==> config.mk <==
export PLATFORM = sky130hd
export DESIGN_NAME = ddc_id_streamer
export DESIGN_NICKNAME = d
export VERILOG_FILES = /design/src/rtl/ddcid_pkg.sv /design/src/rtl/ddcid_sync.sv /design/src/rtl/ddcid_mode_ctrl.sv /design/src/rtl/ddcid_store.sv /design/src/rtl/ddcid_serializer.sv /design/src/rtl/ddc_id_streamer.sv
export SDC_FILE = /design/constraint.sdc
export NUM_CORES = 1
export LEC_CHECK = 0
export BUFFER_PORTS_ARGS = -buffer_cell sky130_fd_sc_hd__buf_4
export CELL_PAD_IN_SITES_DETAIL_PLACEMENT = 0
export CELL_PAD_IN_SITES_GLOBAL_PLACEMENT = 1
export CORE_ASPECT_RATIO = 0.5
export CORE_MARGIN = 1.5
export CORE_UTILIZATION = 40
export CTS_CLUSTER_DIAMETER = 80
export DETAILED_ROUTE_END_ITERATION = 10
export HOLD_SLACK_MARGIN = 0.05
export PLACE_DENSITY_LB_ADDON = 0.12
export SLEW_MARGIN = 20
export SYNTH_ARGS = -nofsm -noshare
export SYNTH_HDL_FRONTEND = slang
export SYNTH_HIERARCHICAL = 1
export SYNTH_SLANG_ARGS = --single-unit
==> constraint.sdc <==
create_clock -name clk -period 3.9 [get_ports clk]
set_clock_uncertainty 0.2 [all_clocks]
set_input_delay 0.195 -clock clk [delete_from_list [all_inputs] [get_ports clk]]
set_output_delay 0.195 -clock clk [all_outputs]
set_load 0.02 [all_outputs]
==> src/rtl/ddcid_pkg.sv <==
package ddcid_pkg;

  typedef enum logic [1:0] {
    SYNC_LEVEL = 2'd0,
    SYNC_RISE  = 2'd1,
    SYNC_FALL  = 2'd2
  } sync_kind_e;

  typedef enum logic [1:0] {
    MR_IDLE = 2'd0,
    MR_HIGH = 2'd1,
    MR_LOW  = 2'd2
  } mode_req_e;

endpackage

==> src/rtl/ddcid_sync.sv <==
module ddcid_sync #(
  parameter ddcid_pkg::sync_kind_e KIND = ddcid_pkg::SYNC_LEVEL,
  parameter logic RST_VAL = 1'b0
) (
  input  logic clk,
  input  logic rst_n,
  input  logic din,
  output logic sig
);

  generate
    if (KIND == ddcid_pkg::SYNC_LEVEL) begin : g_level
      logic [1:0] stage;
      always_ff @(posedge clk or negedge rst_n) begin
        if (!rst_n) stage <= {2{RST_VAL}};
        else        stage <= {stage[0], din};
      end
      assign sig = stage[1];
    end else begin : g_edge
      logic [2:0] stage;
      always_ff @(posedge clk or negedge rst_n) begin
        if (!rst_n) stage <= {3{RST_VAL}};
        else        stage <= {stage[1:0], din};
      end
      if (KIND == ddcid_pkg::SYNC_RISE) begin : g_rise
        assign sig = stage[1] & ~stage[2];
      end else begin : g_fall
        assign sig = ~stage[1] & stage[2];
      end
    end
  endgenerate

endmodule

==> src/rtl/ddcid_mode_ctrl.sv <==
module ddcid_mode_ctrl #(
  parameter int MIN_PULSE = 250,
  localparam int CNT_W = $clog2(MIN_PULSE + 1)
) (
  input  logic clk,
  input  logic rst_n,
  input  logic scl_fall,
  input  logic mode_lvl,
  output logic tx_only
);
  import ddcid_pkg::*;

  localparam logic [CNT_W-1:0] CNT_MAX  = CNT_W'(MIN_PULSE);
  localparam logic [CNT_W-1:0] CNT_LAST = CNT_W'(MIN_PULSE - 1);
  localparam logic [CNT_W-1:0] CNT_ONE  = CNT_W'(1);

  mode_req_e        req_st;
  logic [CNT_W-1:0] run_cnt;

  always_ff @(posedge clk or negedge rst_n) begin
    if (!rst_n) begin
      tx_only <= 1'b1;
      req_st  <= MR_IDLE;
      run_cnt <= '0;
    end else if (tx_only) begin
      req_st  <= MR_IDLE;
      run_cnt <= '0;
      if (scl_fall) tx_only <= 1'b0;
    end else begin
      unique case (req_st)
        MR_IDLE: begin
          if (mode_lvl) begin
            req_st  <= MR_HIGH;
            run_cnt <= CNT_ONE;
          end
        end
        MR_HIGH: begin
          if (mode_lvl) begin
            if (run_cnt != CNT_MAX) run_cnt <= run_cnt + CNT_ONE;
          end else if (run_cnt == CNT_MAX) begin
            req_st  <= MR_LOW;
            run_cnt <= CNT_ONE;
          end else begin
            req_st  <= MR_IDLE;
            run_cnt <= '0;
          end
        end
        MR_LOW: begin
          if (mode_lvl) begin
            req_st  <= MR_HIGH;
            run_cnt <= CNT_ONE;
          end else if (run_cnt == CNT_LAST) begin
            tx_only <= 1'b1;
            req_st  <= MR_IDLE;
            run_cnt <= '0;
          end else begin
            run_cnt <= run_cnt + CNT_ONE;
          end
        end
        default: begin
          req_st  <= MR_IDLE;
          run_cnt <= '0;
        end
      endcase
    end
  end

endmodule

==> src/rtl/ddcid_store.sv <==
module ddcid_store #(
  parameter int DEPTH = 128,
  parameter int WIDTH = 8,
  localparam int ADDR_W = $clog2(DEPTH)
) (
  input  logic              clk,
  input  logic              wr_en,
  input  logic [ADDR_W-1:0] wr_addr,
  input  logic [WIDTH-1:0]  wr_data,
  input  logic [ADDR_W-1:0] rd_addr,
  output logic [WIDTH-1:0]  rd_data
);

  logic [WIDTH-1:0] cells [DEPTH];

  always_ff @(posedge clk) begin
    if (wr_en) cells[wr_addr] <= wr_data;
  end

  assign rd_data = cells[rd_addr];

endmodule

==> src/rtl/ddcid_serializer.sv <==
module ddcid_serializer #(
  parameter int DEPTH = 128,
  parameter int WIDTH = 8,
  parameter int LEAD_PULSES = 9,
  localparam int ADDR_W = $clog2(DEPTH),
  localparam int LEAD_W = $clog2(LEAD_PULSES + 1),
  localparam int IDX_W  = $clog2(WIDTH + 1)
) (
  input  logic              clk,
  input  logic              rst_n,
  input  logic              active,
  input  logic              vclk_rise,
  input  logic [WIDTH-1:0]  rd_data,
  output logic [ADDR_W-1:0] rd_addr,
  output logic              bit_val,
  output logic              pull_low
);

  localparam logic [ADDR_W-1:0] TOP_ADDR = ADDR_W'(DEPTH - 1);
  localparam logic [LEAD_W-1:0] LEAD_END = LEAD_W'(LEAD_PULSES);
  localparam logic [IDX_W-1:0]  SPACER   = IDX_W'(WIDTH);

  logic [LEAD_W-1:0] lead_cnt;
  logic [IDX_W-1:0]  bit_idx;
  logic [WIDTH-1:0]  aligned;
  logic              next_bit;

  assign aligned  = rd_data << bit_idx;
  assign next_bit = aligned[WIDTH-1];

  always_ff @(posedge clk or negedge rst_n) begin
    if (!rst_n) begin
      lead_cnt <= '0;
      bit_idx  <= '0;
      rd_addr  <= TOP_ADDR;
      bit_val  <= 1'b1;
      pull_low <= 1'b0;
    end else if (!active) begin
      lead_cnt <= '0;
      bit_idx  <= '0;
      rd_addr  <= TOP_ADDR;
      bit_val  <= 1'b1;
      pull_low <= 1'b0;
    end else if (vclk_rise) begin
      if (lead_cnt != LEAD_END) begin
        lead_cnt <= lead_cnt + LEAD_W'(1);
        bit_val  <= 1'b1;
        pull_low <= 1'b0;
      end else if (bit_idx == SPACER) begin
        bit_idx  <= '0;
        bit_val  <= 1'b1;
        pull_low <= 1'b0;
        rd_addr  <= (rd_addr == TOP_ADDR) ? '0 : rd_addr + ADDR_W'(1);
      end else begin
        bit_idx  <= bit_idx + IDX_W'(1);
        bit_val  <= next_bit;
        pull_low <= ~next_bit;
      end
    end
  end

endmodule

==> src/rtl/ddc_id_streamer.sv <==
module ddc_id_streamer #(
  parameter int DEPTH = 128,
  parameter int WIDTH = 8,
  parameter int LEAD_PULSES = 9,
  parameter int MIN_PULSE = 250,
  localparam int ADDR_W = $clog2(DEPTH)
) (
  input  logic              clk,
  input  logic              rst_n,
  input  logic              vclk_in,
  input  logic              scl_in,
  input  logic              mode_in,
  input  logic              load_valid,
  output logic              load_ready,
  input  logic [ADDR_W-1:0] load_addr,
  input  logic [WIDTH-1:0]  load_data,
  output logic              sda_oe,
  output logic              sda_out,
  output logic              tx_only
);
  import ddcid_pkg::*;

  logic              vclk_rise;
  logic              scl_fall;
  logic              mode_lvl;
  logic [ADDR_W-1:0] rd_addr;
  logic [WIDTH-1:0]  rd_data;
  logic              bit_val;
  logic              pull_low;

  ddcid_sync #(.KIND(SYNC_RISE), .RST_VAL(1'b0)) u_vclk_sync (
    .clk(clk), .rst_n(rst_n), .din(vclk_in), .sig(vclk_rise)
  );

  ddcid_sync #(.KIND(SYNC_FALL), .RST_VAL(1'b1)) u_scl_sync (
    .clk(clk), .rst_n(rst_n), .din(scl_in), .sig(scl_fall)
  );

  ddcid_sync #(.KIND(SYNC_LEVEL), .RST_VAL(1'b0)) u_mode_sync (
    .clk(clk), .rst_n(rst_n), .din(mode_in), .sig(mode_lvl)
  );

  ddcid_mode_ctrl #(.MIN_PULSE(MIN_PULSE)) u_mode (
    .clk(clk), .rst_n(rst_n), .scl_fall(scl_fall), .mode_lvl(mode_lvl),
    .tx_only(tx_only)
  );

  ddcid_store #(.DEPTH(DEPTH), .WIDTH(WIDTH)) u_store (
    .clk(clk), .wr_en(load_valid), .wr_addr(load_addr), .wr_data(load_data),
    .rd_addr(rd_addr), .rd_data(rd_data)
  );

  ddcid_serializer #(.DEPTH(DEPTH), .WIDTH(WIDTH), .LEAD_PULSES(LEAD_PULSES)) u_ser (
    .clk(clk), .rst_n(rst_n), .active(tx_only), .vclk_rise(vclk_rise),
    .rd_data(rd_data), .rd_addr(rd_addr), .bit_val(bit_val), .pull_low(pull_low)
  );

  assign load_ready = 1'b1;
  assign sda_oe     = tx_only & pull_low;
  assign sda_out    = tx_only ? bit_val : 1'b1;

endmodule

Word level (Yosys, flattened, before mapping)

Memory sizes are Yosys's and may differ from the RTL's.
Index checks and enable logic that the tools add are counted.

$add $sub $neg: 4
Equality and inequality tests: 16
Shifts and indexed selects: 1
Muxes and demuxes: 43
Bitwise gates (word level): 6
Reduce and logical (&&, ||, !) cells: 6

Operator list:

| operator            | number |
|---|---|
| $mux 8              | 6 |
| $mux 7              | 5 |
| $mux 4              | 7 |
| $pmux 8 s3          | 1 |
| $mux 1              | 17 |
| $eq 8x8->1 const B  | 2 |
| $mux 2              | 6 |
| $add 4x1->4 const B | 2 |
| $add 8x1->8 const B | 1 |
| $ne 4x2->1 const B  | 2 |
| $ne 8x8->1 const B  | 1 |
| $shl 8x4->8         | 1 |
| $add 7x1->7 const B | 1 |
| $eq 7x7->1 const B  | 1 |
| $ne 2x1->1 const B  | 3 |
| $ne 3x2->1 const B  | 2 |
| $pmux 2 s3          | 1 |
| $reduce_and 2->1    | 3 |
| $reduce_and 3->1    | 2 |
| $eq 4x4->1 const B  | 1 |
| $ne 4x4->1 const B  | 1 |
| $and 1x1->1         | 3 |
| $not 1->1           | 3 |
| $eq 2x1->1 const B  | 1 |
| 3 further kinds     | 3 |

Register bits after elaboration: 36
Bits in writable memories: 1024
Input bits: 21
Output and inout bits: 4
Word-level logic and storage cells: 88
Memories kept: 1

Memory list:

| name          | words | bits a word | read ports | clocked after memory_dff | wr ports | RTL line          | source |
|---|---|---|---|---|---|---|---|
| u_store.cells | 128   | 8           | 1          | 0                        | 1        | ddcid_store.sv:14 | `logic [WIDTH-1:0] cells [DEPTH];` |

Logic depth before layout (Yosys ltp)

An unclocked memory read counts as a cell.

Depth in word-level cells: 7
Gate-level depth with buffers: 11
Mapped depth without buffers: 8

Cells and area by module

The synthesis kept the hierarchy.

Modules (own cells, without submodules):

| module                   | times used | cells an instance | area each (sq um) | sequential area each (sq um) |
|---|---|---|---|---|
| ddcid_store              | 1          | 1627              | 39505.4           | 30749.5 |
| ddcid_serializer         | 1          | 105               | 1041.0            | 435.4 |
| ddcid_mode_ctrl          | 1          | 73                | 675.6             | 276.5 |
| ddcid_sync (u_scl_sync)  | 1          | 4                 | 92.6              | 78.8 |
| ddcid_sync (u_vclk_sync) | 1          | 4                 | 88.8              | 75.1 |
| ddcid_sync (u_mode_sync) | 1          | 2                 | 50.0              | 50.0 |
| ddc_id_streamer          | 1          | 4                 | 23.8              | 0.0 |

Worst setup path after synthesis

OpenSTA, ideal clock, no wires.

Path type: reg-to-reg
Start point: register u_ser.rd_addr[0]
End point: register u_ser.pull_low
Library setup time: 0.067 ns
Data arrival time: 3.425 ns
Data required time: 3.633 ns
Path slack: 0.208 ns
Cell stages (with the launch flop): 11
Buffers on the path: 2
Path through: dfstp_2 -> clkbuf_1 -> buf_1 -> mux4_2 -> mux4_2 -> mux4_2 -> mux2_2 -> mux2i_1 -> nand3_1 -> a21oi_1 -> a311o_1

Longest elaborated chain between the ends: 7

Ends and longest elaborated chain:

| what                     | RTL line               | source |
|---|---|---|
| start: declaration       | ddcid_serializer.sv:14 | `output logic [ADDR_W-1:0] rd_addr,` |
| start signal: assignment | ddcid_serializer.sv:53 | `rd_addr <= (rd_addr == TOP_ADDR) ? '0 : rd_addr + ADDR_W'(1);` |
| $mem_v2 128x8            | -                      |  |
| named net rd_data[0]     | ddc_id_streamer.sv:27  | `logic [WIDTH-1:0] rd_data;` |
| $shl 8x4->8              | ddcid_serializer.sv:28 | `assign aligned = rd_data << bit_idx;` |
| $not 1->1                | ddcid_serializer.sv:57 | `pull_low <= ~next_bit;` |
| $mux 1                   | ddcid_serializer.sv:49 | `end else if (bit_idx == SPACER) begin` |
| $mux 1                   | ddcid_serializer.sv:45 | `if (lead_cnt != LEAD_END) begin` |
| $mux 1                   | ddcid_serializer.sv:44 | `end else if (vclk_rise) begin` |
| $mux 1                   | ddcid_serializer.sv:38 | `end else if (!active) begin` |
| end signal: assignment   | ddcid_serializer.sv:57 |  |
| end: declaration         | ddcid_serializer.sv:16 | `output logic pull_low` |

The timed path passes the listed nets, and every way through them passes these cells. The select of a mux whose other input is x is not followed.
A chain may end at the register's enable or synchronous reset.

Worst setup path after layout

Ends and elaborated chain as after synthesis.

==> run metrics <==
Crit path largest cell delay=0.71 ns; via count=19600; Area contributors post-synth=edfxtp_1, mux4_2, dfrtp_1; Pins Over Slew Limit=0; Crit-path slowest cell=dfstp_4; most frequent CP cell=mux4_2; RSZ-0062 raised after global routing=true; Post-Syn Nets=1848; Max Cap Viol=0; Iter 0 DRT Violations=2226; Min Hold Slack=0.159 ns; top cell type by total area after synthesis=edfxtp_1; core area=103000 um^2; worst min path class=reg2reg; vias per cell=5.59; layout cell share with drive strength beyond 1=0.335; Buf/Inv on CP=2; Antenna Nets Post-Route=0; Crit Path Max Fanout=14; EDFF count, synth=1024; CTS Sinks=1060; pin count of the biggest net entering global routing=99; Synth top area share=0.741; Port Buffers=23; period utilization=1.02; htree depth=3; TritonCTS Buffers=96; Netlist cell types=59; WL met1=48400 um; DR top layer=met5; Post-Layout Cell Count=3511; total grt overflow=0; post-synthesis sequential area ratio=0.763; status=complete, but fails checks; clock root cell=clkbuf_16; Yosys reg bits=1060; CP delay by family, top=multiplexers; Routed wire per std cell=29.6 um; CP Launch Type=flop; CP arrival=4.45 ns; NumNets Final=2096; Syn-to-layout area delta=16.3%; Max VDD drop=0.000358 V; # setup viols final=2; Critical Path End Type=flop; Worst-path clk slew=0.07 ns; Worst Setup Slack, final=-0.0923 ns; Synth Warn #=6; DRT Pass-1 Iters=5; die width=458 um; Placer Congestion=0.787; leakage power=15.7 nW; first-pass GRT wire length=150000 um; drt drc=0; CTS tree=built; FFs w/ async S/R, synth=0.0340; CTS Buffer Depth=3; Final Total Pwr=0.0222 W; Main synth FF type=edfxtp_1; synthesized area=41500 um^2; Hold Vio Cnt, Final=0; failing checks=setup timing; fill count=8416; row cnt=83; I/O pin cnt=25; dpl hpwl=65900 um; Setup CP Type=reg2reg; Post-Syn Instances=1819; Tmin final=3.99 ns; synthesized area per cell=22.8 um^2; Total Routing Usage GR=0.201; P per Cell Area=460 nW/um^2; total length of routed wires=104000 um; Starting Density=0.404; DR WL met2=46000 um; worst skew pair latency=0.72 ns; initial antenna violation count=7; DIE AREA=106000 um^2; Req. time, crit path=4.35 ns; routed length on met3=7670 um; Achievable Freq=250 MHz; vias in the first global route=20000; Inst Count DP=3281; worst slew pin tran=1.03 ns; Worst slew margin=0.309; Die H=231 um; CP cell instances=buf_12 > buf_16 > mux4_2 > mux4_2 > mux4_2 > mux2_2 > mux2i_2 > a221oi_2 > nor2_1 > a311o_1
-- path summary, 6_finish.rpt --
kind	from	endpoint	slack, ns	depth (start not counted)
max	u_ser/rd_addr[0]	u_ser/pull_low	-0.09	10
min	u_scl_sync/g_edge.stage[0]	u_scl_sync/g_edge.stage[1]	0.16	0
max reg2reg	u_ser/rd_addr[0]	u_ser/pull_low	-0.09	10
min reg2reg	u_scl_sync/g_edge.stage[0]	u_scl_sync/g_edge.stage[1]	0.16	0
max in group asynchronous	rst_n	u_ser/bit_idx[0]	2.79	4
min in group asynchronous	rst_n	u_scl_sync/g_edge.stage[0]	0.50	3
-- cells in the final DEF, fill, tap and decap left out, types with 6 or more instances in the layout --
cell / synthesis / layout
and3_1: 7 / 7
buf_12: 0 / 32
buf_16: 0 / 6
buf_4: 14 / 177
clkbuf_1: 46 / 19
clkbuf_16: 0 / 99
clkinv_1: 0 / 27
clkinv_2: 0 / 12
clkinvlp_4: 0 / 8
dfrtp_1: 24 / 24
dfstp_2: 12 / 8
diode_2: 0 / 6
dlygate4sd3_1: 0 / 26
edfxtp_1: 1024 / 1024
ha_1: 8 / 8
inv_1: 10 / 10
mux2_2: 8 / 7
mux4_2: 336 / 336
nand2_1: 32 / 32
nand3_1: 22 / 22
nand4_1: 6 / 6
nor2_1: 127 / 127
nor2b_1: 13 / 13
nor3_1: 14 / 14
-- state kept, by name, indices dropped and copies added (netlist names) --
signal,count
u_mode/req_st,2
u_mode/run_cnt,8
u_mode/tx_only,1
u_mode_sync/g_level.stage,2
u_scl_sync/g_edge.stage,3
u_ser/bit_idx,4
u_ser/bit_val,1
u_ser/lead_cnt,4
u_ser/pull_low,1
u_ser/rd_addr,7
u_store/cells,1024
u_vclk_sync/g_edge.stage,3
-- timing repair --
| action | CTS | global route |
|---|---|---|
| resized for setup | 9 | 3 |
| pin swaps | 0 | 1 |
| setup endpoints to repair | 2 | 2 |
| hold buffers | 27 | 0 |
| buffers inserted | 5 | 12 |
| gates cloned | 2 | 1 |
| endpoints found under the hold margin | 632 | 0 |
-- report_power, final --
part           internal (W)  switching, W  leakage [nW]
registers            0.0125     0.0000156          9.65
clock network       0.00495       0.00430          1.43
logic             0.0000867      0.000306          4.64
total                0.0176       0.00462          15.7
-- stage by stage --
stage	setup WS (ns)	setup TNS, ns	utilization	cell area, um^2
3_3_place_gp	-0.137	-0.257	0.435	44700
6_report	-0.0923	-0.178	0.470	48300
5_1_grt	-0.187	-0.366	0.470	48200
4_1_cts	-0.0857	-0.160	0.468	48100
3_5_place_dp	-0.129	-0.248	0.435	44700
2_1_floorplan	0.208	0	-	41500
-- kinds of logic after synthesis --
group | synth area share
DFF | 0.763
muxes | 0.186
buffers and inverters | 0.0120
xor gates and xnor gates | 0.00106
adders and majority gates | 0.00241
and+or+nand+nor | 0.0280
AOI/OAI and AO/OA | 0.00742
other | 0.0000904
-- Yosys cell counts, types with 2 or more instances --
cell type / count
nor2b_1: 13
o21ai_0: 3
dfrtp_1: 24
dfstp_2: 12
o22ai_1: 2
nor3_2: 2
nand4_1: 6
buf_2: 15
nand2b_1: 5
edfxtp_1: 1024
nor3_1: 14
mux2i_1: 4
a21boi_0: 3
mux2_2: 8
xnor2_1: 2
nor2b_4: 2
a31oi_1: 2
and3_1: 7
buf_4: 14
ha_1: 8
xor2_1: 3
and2_1: 5
nand3_1: 22
mux4_2: 336
o211a_1: 2
or3_1: 3
nand2_1: 32
buf_1: 18
clkbuf_1: 46
o211ai_1: 3
nor2_1: 127
buf_6: 3
inv_1: 10
nor3b_1: 2
o21ai_1: 5
a21oi_1: 5
a22o_1: 5
-- routing by layer --
metal	GRT usage	vias up
li1	-	8193
met4	0.0452	2
met5	0	-
met2	0.292	567
met1	0.311	10800
met3	0.0440	125
-- area by class of cell --
cell class                      count  area, um^2  area share
Sequential cell                  1060       31700       0.657
Multi-Input combinational cell    652        9330       0.193
Clock buffer                      117        2520      0.0523
Timing Repair Buffer              247        2500      0.0518
Tap cell                         1360        1700      0.0353
Clock inverter                     59         467     0.00967
Inverter                           10        37.5    0.000778
Antenna cell                        6        15.0    0.000311
Note: power is estimated with default switching activity, not from simulation.
